### src/rtl/spi_uflow_pkg.sv
package spi_uflow_pkg;

    typedef enum logic [1:0] {
        ST_IDLE  = 2'd0,
        ST_ARMED = 2'd1,
        ST_SHIFT = 2'd2
    } eng_state_e;

endpackage

### src/rtl/spi_uflow_sync.sv
module spi_uflow_sync #(
    parameter int                STAGES  = 2,
    parameter int                WIDTH   = 1,
    parameter logic [WIDTH-1:0]  RST_VAL = '0
) (
    input  logic             clk,
    input  logic             rst_n,
    input  logic [WIDTH-1:0] async_d,
    output logic [WIDTH-1:0] sync_q
);

    logic [STAGES-1:0][WIDTH-1:0] chain_d;
    logic [STAGES-1:0][WIDTH-1:0] chain_q;

    generate
        if (STAGES == 1) begin : g_single
            always_comb chain_d = async_d;
        end else begin : g_chain
            always_comb chain_d = {chain_q[STAGES-2:0], async_d};
        end
    endgenerate

    always_ff @(posedge clk or negedge rst_n) begin
        if (!rst_n) chain_q <= {STAGES{RST_VAL}};
        else        chain_q <= chain_d;
    end

    assign sync_q = chain_q[STAGES-1];

endmodule

### src/rtl/spi_uflow_engine.sv
module spi_uflow_engine
    import spi_uflow_pkg::*;
#(
    parameter int DATA_W    = 8,
    parameter int SETUP_CYC = 16
) (
    input  logic              clk,
    input  logic              rst_n,
    input  logic              cpol,
    input  logic              cpha,
    input  logic              sck_s,
    input  logic              ss_n_s,
    input  logic              mosi_s,
    input  logic              load_full,
    input  logic [DATA_W-1:0] load_data,
    output logic              slot_open,
    output logic              char_done,
    output logic [DATA_W-1:0] char_data,
    output logic              miso
);

    localparam int SET_W = $clog2(SETUP_CYC + 1);
    localparam int CNT_W = $clog2(DATA_W + 1);
    localparam logic [SET_W-1:0] SETUP_V  = SET_W'(SETUP_CYC);
    localparam logic [CNT_W-1:0] LAST_BIT = CNT_W'(DATA_W - 1);

    typedef struct packed {
        eng_state_e        st;
        logic              sck_prev;
        logic [SET_W-1:0]  sel_cnt;
        logic [CNT_W-1:0]  bit_cnt;
        logic [DATA_W-1:0] tx_sr;
        logic [DATA_W-2:0] rx_sr;
    } eng_t;

    eng_t eng_d, eng_q;

    logic toggled, lead, trail, setup_ok, sample_edge, shift_edge;
    logic [DATA_W-1:0] slot_word;

    always_comb begin
        toggled     = (sck_s != eng_q.sck_prev);
        lead        = toggled && (sck_s != cpol);
        trail       = toggled && (sck_s == cpol);
        setup_ok    = (eng_q.sel_cnt == SETUP_V);
        sample_edge = cpha ? trail : lead;
        shift_edge  = cpha ? lead : trail;
        slot_word   = load_full ? load_data : '1;
        char_data   = {eng_q.rx_sr, mosi_s};

        eng_d          = eng_q;
        eng_d.sck_prev = sck_s;
        slot_open      = 1'b0;
        char_done      = 1'b0;

        if (ss_n_s) begin
            eng_d.st      = ST_IDLE;
            eng_d.sel_cnt = '0;
            eng_d.bit_cnt = '0;
        end else begin
            if (!setup_ok) eng_d.sel_cnt = eng_q.sel_cnt + 1'b1;
            unique case (eng_q.st)
                ST_IDLE: begin
                    if (setup_ok && (sck_s == cpol)) begin
                        if (cpha) begin
                            eng_d.st = ST_ARMED;
                        end else begin
                            slot_open     = 1'b1;
                            eng_d.tx_sr   = slot_word;
                            eng_d.bit_cnt = '0;
                            eng_d.st      = ST_SHIFT;
                        end
                    end
                end
                ST_ARMED: begin
                    if (lead) begin
                        slot_open     = 1'b1;
                        eng_d.tx_sr   = slot_word;
                        eng_d.bit_cnt = '0;
                        eng_d.st      = ST_SHIFT;
                    end
                end
                ST_SHIFT: begin
                    if (sample_edge) begin
                        eng_d.rx_sr = char_data[DATA_W-2:0];
                        if (eng_q.bit_cnt == LAST_BIT) begin
                            char_done     = 1'b1;
                            eng_d.bit_cnt = '0;
                            eng_d.st      = ST_IDLE;
                        end else begin
                            eng_d.bit_cnt = eng_q.bit_cnt + 1'b1;
                        end
                    end else if (shift_edge) begin
                        eng_d.tx_sr = {eng_q.tx_sr[DATA_W-2:0], 1'b1};
                    end
                end
                default: eng_d.st = ST_IDLE;
            endcase
        end
    end

    always_ff @(posedge clk or negedge rst_n) begin
        if (!rst_n) eng_q <= '0;
        else        eng_q <= eng_d;
    end

    assign miso = (eng_q.st == ST_SHIFT) ? eng_q.tx_sr[DATA_W-1] : 1'b1;

    assert_setup_before_slot_R1: assert property (@(posedge clk) disable iff (!rst_n)
        slot_open |-> (eng_q.sel_cnt == SETUP_V) && !ss_n_s);

    assert_bit_range_R6: assert property (@(posedge clk) disable iff (!rst_n)
        eng_q.bit_cnt <= LAST_BIT);

    assert_done_while_selected_R8: assert property (@(posedge clk) disable iff (!rst_n)
        char_done |-> !ss_n_s && (eng_q.st == ST_SHIFT));

    assert_idle_line_high_R10: assert property (@(posedge clk) disable iff (!rst_n)
        $past(ss_n_s) && ss_n_s |-> miso);

endmodule

### src/rtl/spi_uflow_hostregs.sv
module spi_uflow_hostregs #(
    parameter int DATA_W = 8
) (
    input  logic              clk,
    input  logic              rst_n,
    input  logic              thr_wr,
    input  logic [DATA_W-1:0] thr_wdata,
    input  logic              rx_rd,
    input  logic              rst_sta,
    input  logic              slot_open,
    input  logic              char_done,
    input  logic [DATA_W-1:0] char_data,
    output logic              load_full,
    output logic [DATA_W-1:0] load_data,
    output logic              rx_valid,
    output logic [DATA_W-1:0] rx_data,
    output logic              unre,
    output logic              ovre
);

    typedef struct packed {
        logic              thr_full;
        logic [DATA_W-1:0] thr_data;
        logic              rx_valid;
        logic [DATA_W-1:0] rx_data;
        logic              unre;
        logic              ovre;
    } host_t;

    host_t host_d, host_q;

    always_comb begin
        host_d = host_q;
        if (rst_sta) begin
            host_d.unre = 1'b0;
            host_d.ovre = 1'b0;
        end
        if (slot_open) begin
            if (host_q.thr_full) host_d.thr_full = 1'b0;
            else                 host_d.unre     = 1'b1;
        end
        if (thr_wr) begin
            host_d.thr_full = 1'b1;
            host_d.thr_data = thr_wdata;
        end
        if (rx_rd) host_d.rx_valid = 1'b0;
        if (char_done) begin
            host_d.rx_data  = char_data;
            host_d.rx_valid = 1'b1;
            if (host_q.rx_valid && !rx_rd) host_d.ovre = 1'b1;
        end
    end

    always_ff @(posedge clk or negedge rst_n) begin
        if (!rst_n) host_q <= '0;
        else        host_q <= host_d;
    end

    assign load_full = host_q.thr_full;
    assign load_data = host_q.thr_data;
    assign rx_valid  = host_q.rx_valid;
    assign rx_data   = host_q.rx_data;
    assign unre      = host_q.unre;
    assign ovre      = host_q.ovre;

    assert_unre_set_R2: assert property (@(posedge clk) disable iff (!rst_n)
        slot_open && !host_q.thr_full |=> host_q.unre);

    assert_slot_consumes_R4: assert property (@(posedge clk) disable iff (!rst_n)
        slot_open && host_q.thr_full && !thr_wr |=> !host_q.thr_full);

    assert_flags_cleared_R5: assert property (@(posedge clk) disable iff (!rst_n)
        rst_sta && !slot_open && !char_done |=> !host_q.unre && !host_q.ovre);

    assert_overrun_set_R7: assert property (@(posedge clk) disable iff (!rst_n)
        char_done && host_q.rx_valid && !rx_rd |=> host_q.ovre && host_q.rx_valid);

endmodule

### src/rtl/spi_uflow_slave.sv
module spi_uflow_slave #(
    parameter int DATA_W      = 8,
    parameter int SYNC_STAGES = 2,
    parameter int SETUP_CYC   = 16
) (
    input  logic              clk,
    input  logic              rst_n,
    input  logic              spi_cpol,
    input  logic              spi_cpha,
    input  logic              sck_i,
    input  logic              ss_n_i,
    input  logic              mosi_i,
    output logic              miso_o,
    input  logic              thr_wr_i,
    input  logic [DATA_W-1:0] thr_data_i,
    input  logic              rx_rd_i,
    input  logic              rst_sta_i,
    output logic [DATA_W-1:0] rx_data_o,
    output logic              rx_valid_o,
    output logic              tx_empty_o,
    output logic              unre_o,
    output logic              ovre_o
);

    logic [2:0]        pins_s;
    logic              slot_open, char_done, load_full;
    logic [DATA_W-1:0] char_data, load_data;

    spi_uflow_sync #(
        .STAGES  (SYNC_STAGES),
        .WIDTH   (3),
        .RST_VAL (3'b100)
    ) u_sync (
        .clk     (clk),
        .rst_n   (rst_n),
        .async_d ({ss_n_i, sck_i, mosi_i}),
        .sync_q  (pins_s)
    );

    spi_uflow_engine #(
        .DATA_W    (DATA_W),
        .SETUP_CYC (SETUP_CYC)
    ) u_engine (
        .clk       (clk),
        .rst_n     (rst_n),
        .cpol      (spi_cpol),
        .cpha      (spi_cpha),
        .sck_s     (pins_s[1]),
        .ss_n_s    (pins_s[2]),
        .mosi_s    (pins_s[0]),
        .load_full (load_full),
        .load_data (load_data),
        .slot_open (slot_open),
        .char_done (char_done),
        .char_data (char_data),
        .miso      (miso_o)
    );

    spi_uflow_hostregs #(
        .DATA_W (DATA_W)
    ) u_host (
        .clk       (clk),
        .rst_n     (rst_n),
        .thr_wr    (thr_wr_i),
        .thr_wdata (thr_data_i),
        .rx_rd     (rx_rd_i),
        .rst_sta   (rst_sta_i),
        .slot_open (slot_open),
        .char_done (char_done),
        .char_data (char_data),
        .load_full (load_full),
        .load_data (load_data),
        .rx_valid  (rx_valid_o),
        .rx_data   (rx_data_o),
        .unre      (unre_o),
        .ovre      (ovre_o)
    );

    assign tx_empty_o = !load_full;

endmodule

### config.mk
export PLATFORM = sky130hd
export DESIGN_NAME = spi_uflow_slave
export DESIGN_NICKNAME = d
export VERILOG_FILES = /design/src/rtl/spi_uflow_pkg.sv /design/src/rtl/spi_uflow_sync.sv /design/src/rtl/spi_uflow_engine.sv /design/src/rtl/spi_uflow_hostregs.sv /design/src/rtl/spi_uflow_slave.sv
export SDC_FILE = /design/constraint.sdc
export NUM_CORES = 1
export LEC_CHECK = 0
export ABC_AREA = 1
export ABC_CLOCK_PERIOD_IN_PS = 2600
export BUFFER_PORTS_ARGS = -buffer_cell sky130_fd_sc_hd__clkbuf_2
export CAP_MARGIN = 20
export CORE_MARGIN = 1.5
export CORE_UTILIZATION = 60
export DETAILED_ROUTE_END_ITERATION = 10
export PLACE_DENSITY = 0.93
export RECOVER_POWER = 25
export SLEW_MARGIN = 5
export SYNTH_ARGS = -nofsm -noshare
export SYNTH_HDL_FRONTEND = slang
export SYNTH_SLANG_ARGS = --single-unit
### constraint.sdc
create_clock -name clk -period 2.6 [get_ports clk]
set_clock_uncertainty 0.2 [all_clocks]
set_input_delay 0.26 -clock clk [delete_from_list [all_inputs] [get_ports clk]]
set_output_delay 0.26 -clock clk [all_outputs]
set_load 0.1 [all_outputs]
==> out/results.txt <==
vias in the first global route: 1790
antenna-violating nets left: 0
WP buf/inv: 2
DR WL/cell: 11.66 um
crit end category: output pin
total grt overflow: 0
VDD IR max: 0.0004406 V
GR Layer Usage met3: 6.000%
via count: 1982
Leak Pwr: 0.001548 uW
arrival time worst endpoint: 1.64 ns
Die Y: 67.28 um
Area Growth Syn to Fin: 17.42%
ys flop type: dfrtp_1
Worst-Margin Slew: 0.8471 ns
crit share post-route: 80.95%
final sum of negative setup slack: 0 ns
# fillers: 283
unrepaired setup endpoints after global routing: no
FF-to-FF path depth: 11
worst hold stages: 4
worst-case clock buffer depth: 2
first-pass GRT wire length: 7.790 mm
fin nets: 358
Initial Utilization: 62.41%
number of synthesized flops with an enable pin: 0
initial DRC count: 116
clock transition at the registers of the reported paths: 0.10 ns
Rows: 23
Slew Viols, Final: 0
Final min period: 2.105 ns
fraction of layout cells with a size suffix above 1: 21.89%
Die ar.: 0.004526 sq mm
Hold Path Class: input port to register
Worst Hold Launch: rx_rd_i
largest net degree at the start of global routing: 29
initial antenna violation count: 0
clk root buf: clkbuf_8
Post-Syn Area: 0.002479 sq mm
vias per inst: 5.108
crit-path cells: inv_2 -> nand2_4 -> or2_2 -> clkbuf_2
Boundary Pins: 31
P per Cell Area: 632.1 mW/mm^2
Min-Delay Endpoint: u_host.ovre
Worst slew margin: 43.53%
Mean Syn Cell Area: 8.636 sq um
clk sinks: 53
Synth area leader: dfrtp_1
most crowded layer after global routing: met2
top cells by count, synth: 91 x nand2_1, 51 x dfrtp_1, 31 x inv_1, 19 x nand3_1, 19 x nor2_1
worst stage delay on the critical path: 0.43 ns
sequential share of the synthesized area: 53.61%
Die Width: 67.28 um
Yosys reg bits: 53
crit start category: register
f_max: 0.4752 GHz
TritonRoute pass-1 iters: 4
# diodes: 0
delay-heaviest family, CP: buffers and inverters
WS Path Type: register to output pin
CTS HTree Levels: 2
dpl hpwl: 3.257 mm
GR Layer Usage met2: 39.36%
cell count after synthesis: 287
reg2reg start: u_engine.eng_q[19]
gpl congestion: 0.8868
post_cts resized: 0
core area: 0.003971 sq mm
Syn Nets: 308
Final Hold Violating Endpoints: 0
CP max-delay cell: dfrtp_1
worst reg2reg endpoint: u_engine.eng_q[12]
Max Cap Violations: 0
Yosys warning total: 0
synth top area cells: dfrtp_1 51%, nand2_1 14%, inv_1 4.7%
CTS tree: done
GRT Util Overall: 23.07%
top-count cell post-synth: nand2_1
required time of the critical path: 2.14 ns
synth unique cells: 27
ys async rst share: 100.0%
status: finished clean
Clk Latency, worst-skew pair: 0.32 ns
post-synth top area share: 51.49%
Post-route DRC: 0
final setup vio count: 0
final instance area: 0.002910 sq mm
Num CTS Buffers: 5
port bufs: 30
worst-path fanout max: 9
met1 Usage GRT: 28.89%
final wirelength: 4.526 mm
register-to-register setup slack: 0.70 ns
placed inst area: 0.002691 sq mm
==> metal layers <==
metal	vias to the layer above	part of all wire [%]
met2	50	51
met3	7	4.0
met5	-	0
li1	1011	-
met1	914	44
met4	0	1.1
==> how the worst max path moves through the flow <==
| stage | cells after the start | endpoint | slack (ns) | startpoint |
|---|---|---|---|---|
| 6_report | 4 | miso_o | 0.50 | u_engine.eng_q[25] |
| 5_1_grt | 4 | miso_o | 0.43 | u_engine.eng_q[25] |
| 4_1_cts | 4 | miso_o | 0.48 | u_engine.eng_q[25] |
| 3_5_place_dp | 11 | u_engine.eng_q[12] | 0.70 | u_engine.eng_q[19] |
| 3_3_place_gp | 11 | u_engine.eng_q[11] | 0.84 | u_engine.eng_q[19] |
| 2_1_floorplan | 5 | u_engine.eng_q[10] | 0.77 | u_host.load_full |
==> cell usage in the layout, fill, tap and decap left out, types with 6 or more instances in the layout <==
cell type | synthesis | routed
inv_1 | 31 | 31
o21ai_0 | 13 | 13
dlygate4sd3_1 | 0 | 13
inv_2 | 6 | 6
nand4_1 | 7 | 7
a21oi_1 | 11 | 11
nor2_1 | 19 | 19
nand2_1 | 91 | 91
clkbuf_2 | 0 | 29
nand3_1 | 19 | 19
dfrtp_1 | 51 | 51
o21ai_2 | 9 | 9
==> registers in the layout, indices dropped and copies added (netlist names) <==
name and flops:
u_engine.char_data 7, u_engine.eng_q 20, u_host.load_data 8, u_host.load_full 1
u_host.ovre 1, u_host.rx_data 8, u_host.rx_valid 1, u_host.unre 1
u_sync.chain_d 3, u_sync.sync_q 3
==> power breakdown <==
group | total (uW) | switching [uW] | leakage (uW) | internal [uW]
clock | 477 | 282 | 0.0000447 | 195
combinational | 358 | 238 | 0.000819 | 120
sequential | 1000 | 70.9 | 0.000684 | 934
==> kinds of logic (layout without fill, tap and decap cells) <==
kind of cell             Yosys count  in the layout  share of synthesized area, %
AND/OR/NAND/NOR                  156            156                         29.53
flip-flops                        53             53                         53.61
buffers and inverters             40             91                         6.461
AO/OA/AOI/OAI                     34             34                         8.531
adder cells (fa/ha/maj)            3              3                         1.515
XOR/XNOR                           1              1                        0.3534
==> repair_timing <==
action	4_1_cts	5_1_grt
setup buffers	0	0
hold buffers	13	0
endpoints found under the hold margin	60	0
==> worst min-delay path, stage by stage <==
cell      delay, ns
clkbuf_2       0.08
inv_1          0.03
nand2_1        0.10
o21ai_2        0.07
==> through the flow <==
step,setup WS (ns),total power [uW],hold slack [ns],util (%),instances
after floorplan,0.7653,1260,-0.2356,-,287
after global placement,0.8366,1342,-0.06728,67.77,367
after detailed placement,0.7016,1361,-0.06040,67.77,367
after CTS,0.4827,1853,0.04983,73.41,388
after global routing,0.4306,1949,0.05087,73.28,388
final,0.4954,1840,0.05242,73.28,388
==> final cells by class <==
class / instances / area (sq um) / share of cell area [%]
flip-flops and latches: 53 / 1329 / 45.66
multi-input cells: 194 / 989.7 / 34.01
repair buffers: 45 / 290.3 / 9.974
inverters: 38 / 145.1 / 4.987
clock buffers: 5 / 68.82 / 2.365
well taps: 50 / 62.56 / 2.150
clock inverters: 3 / 25.02 / 0.8598
(Power assumes the default switching activity.)
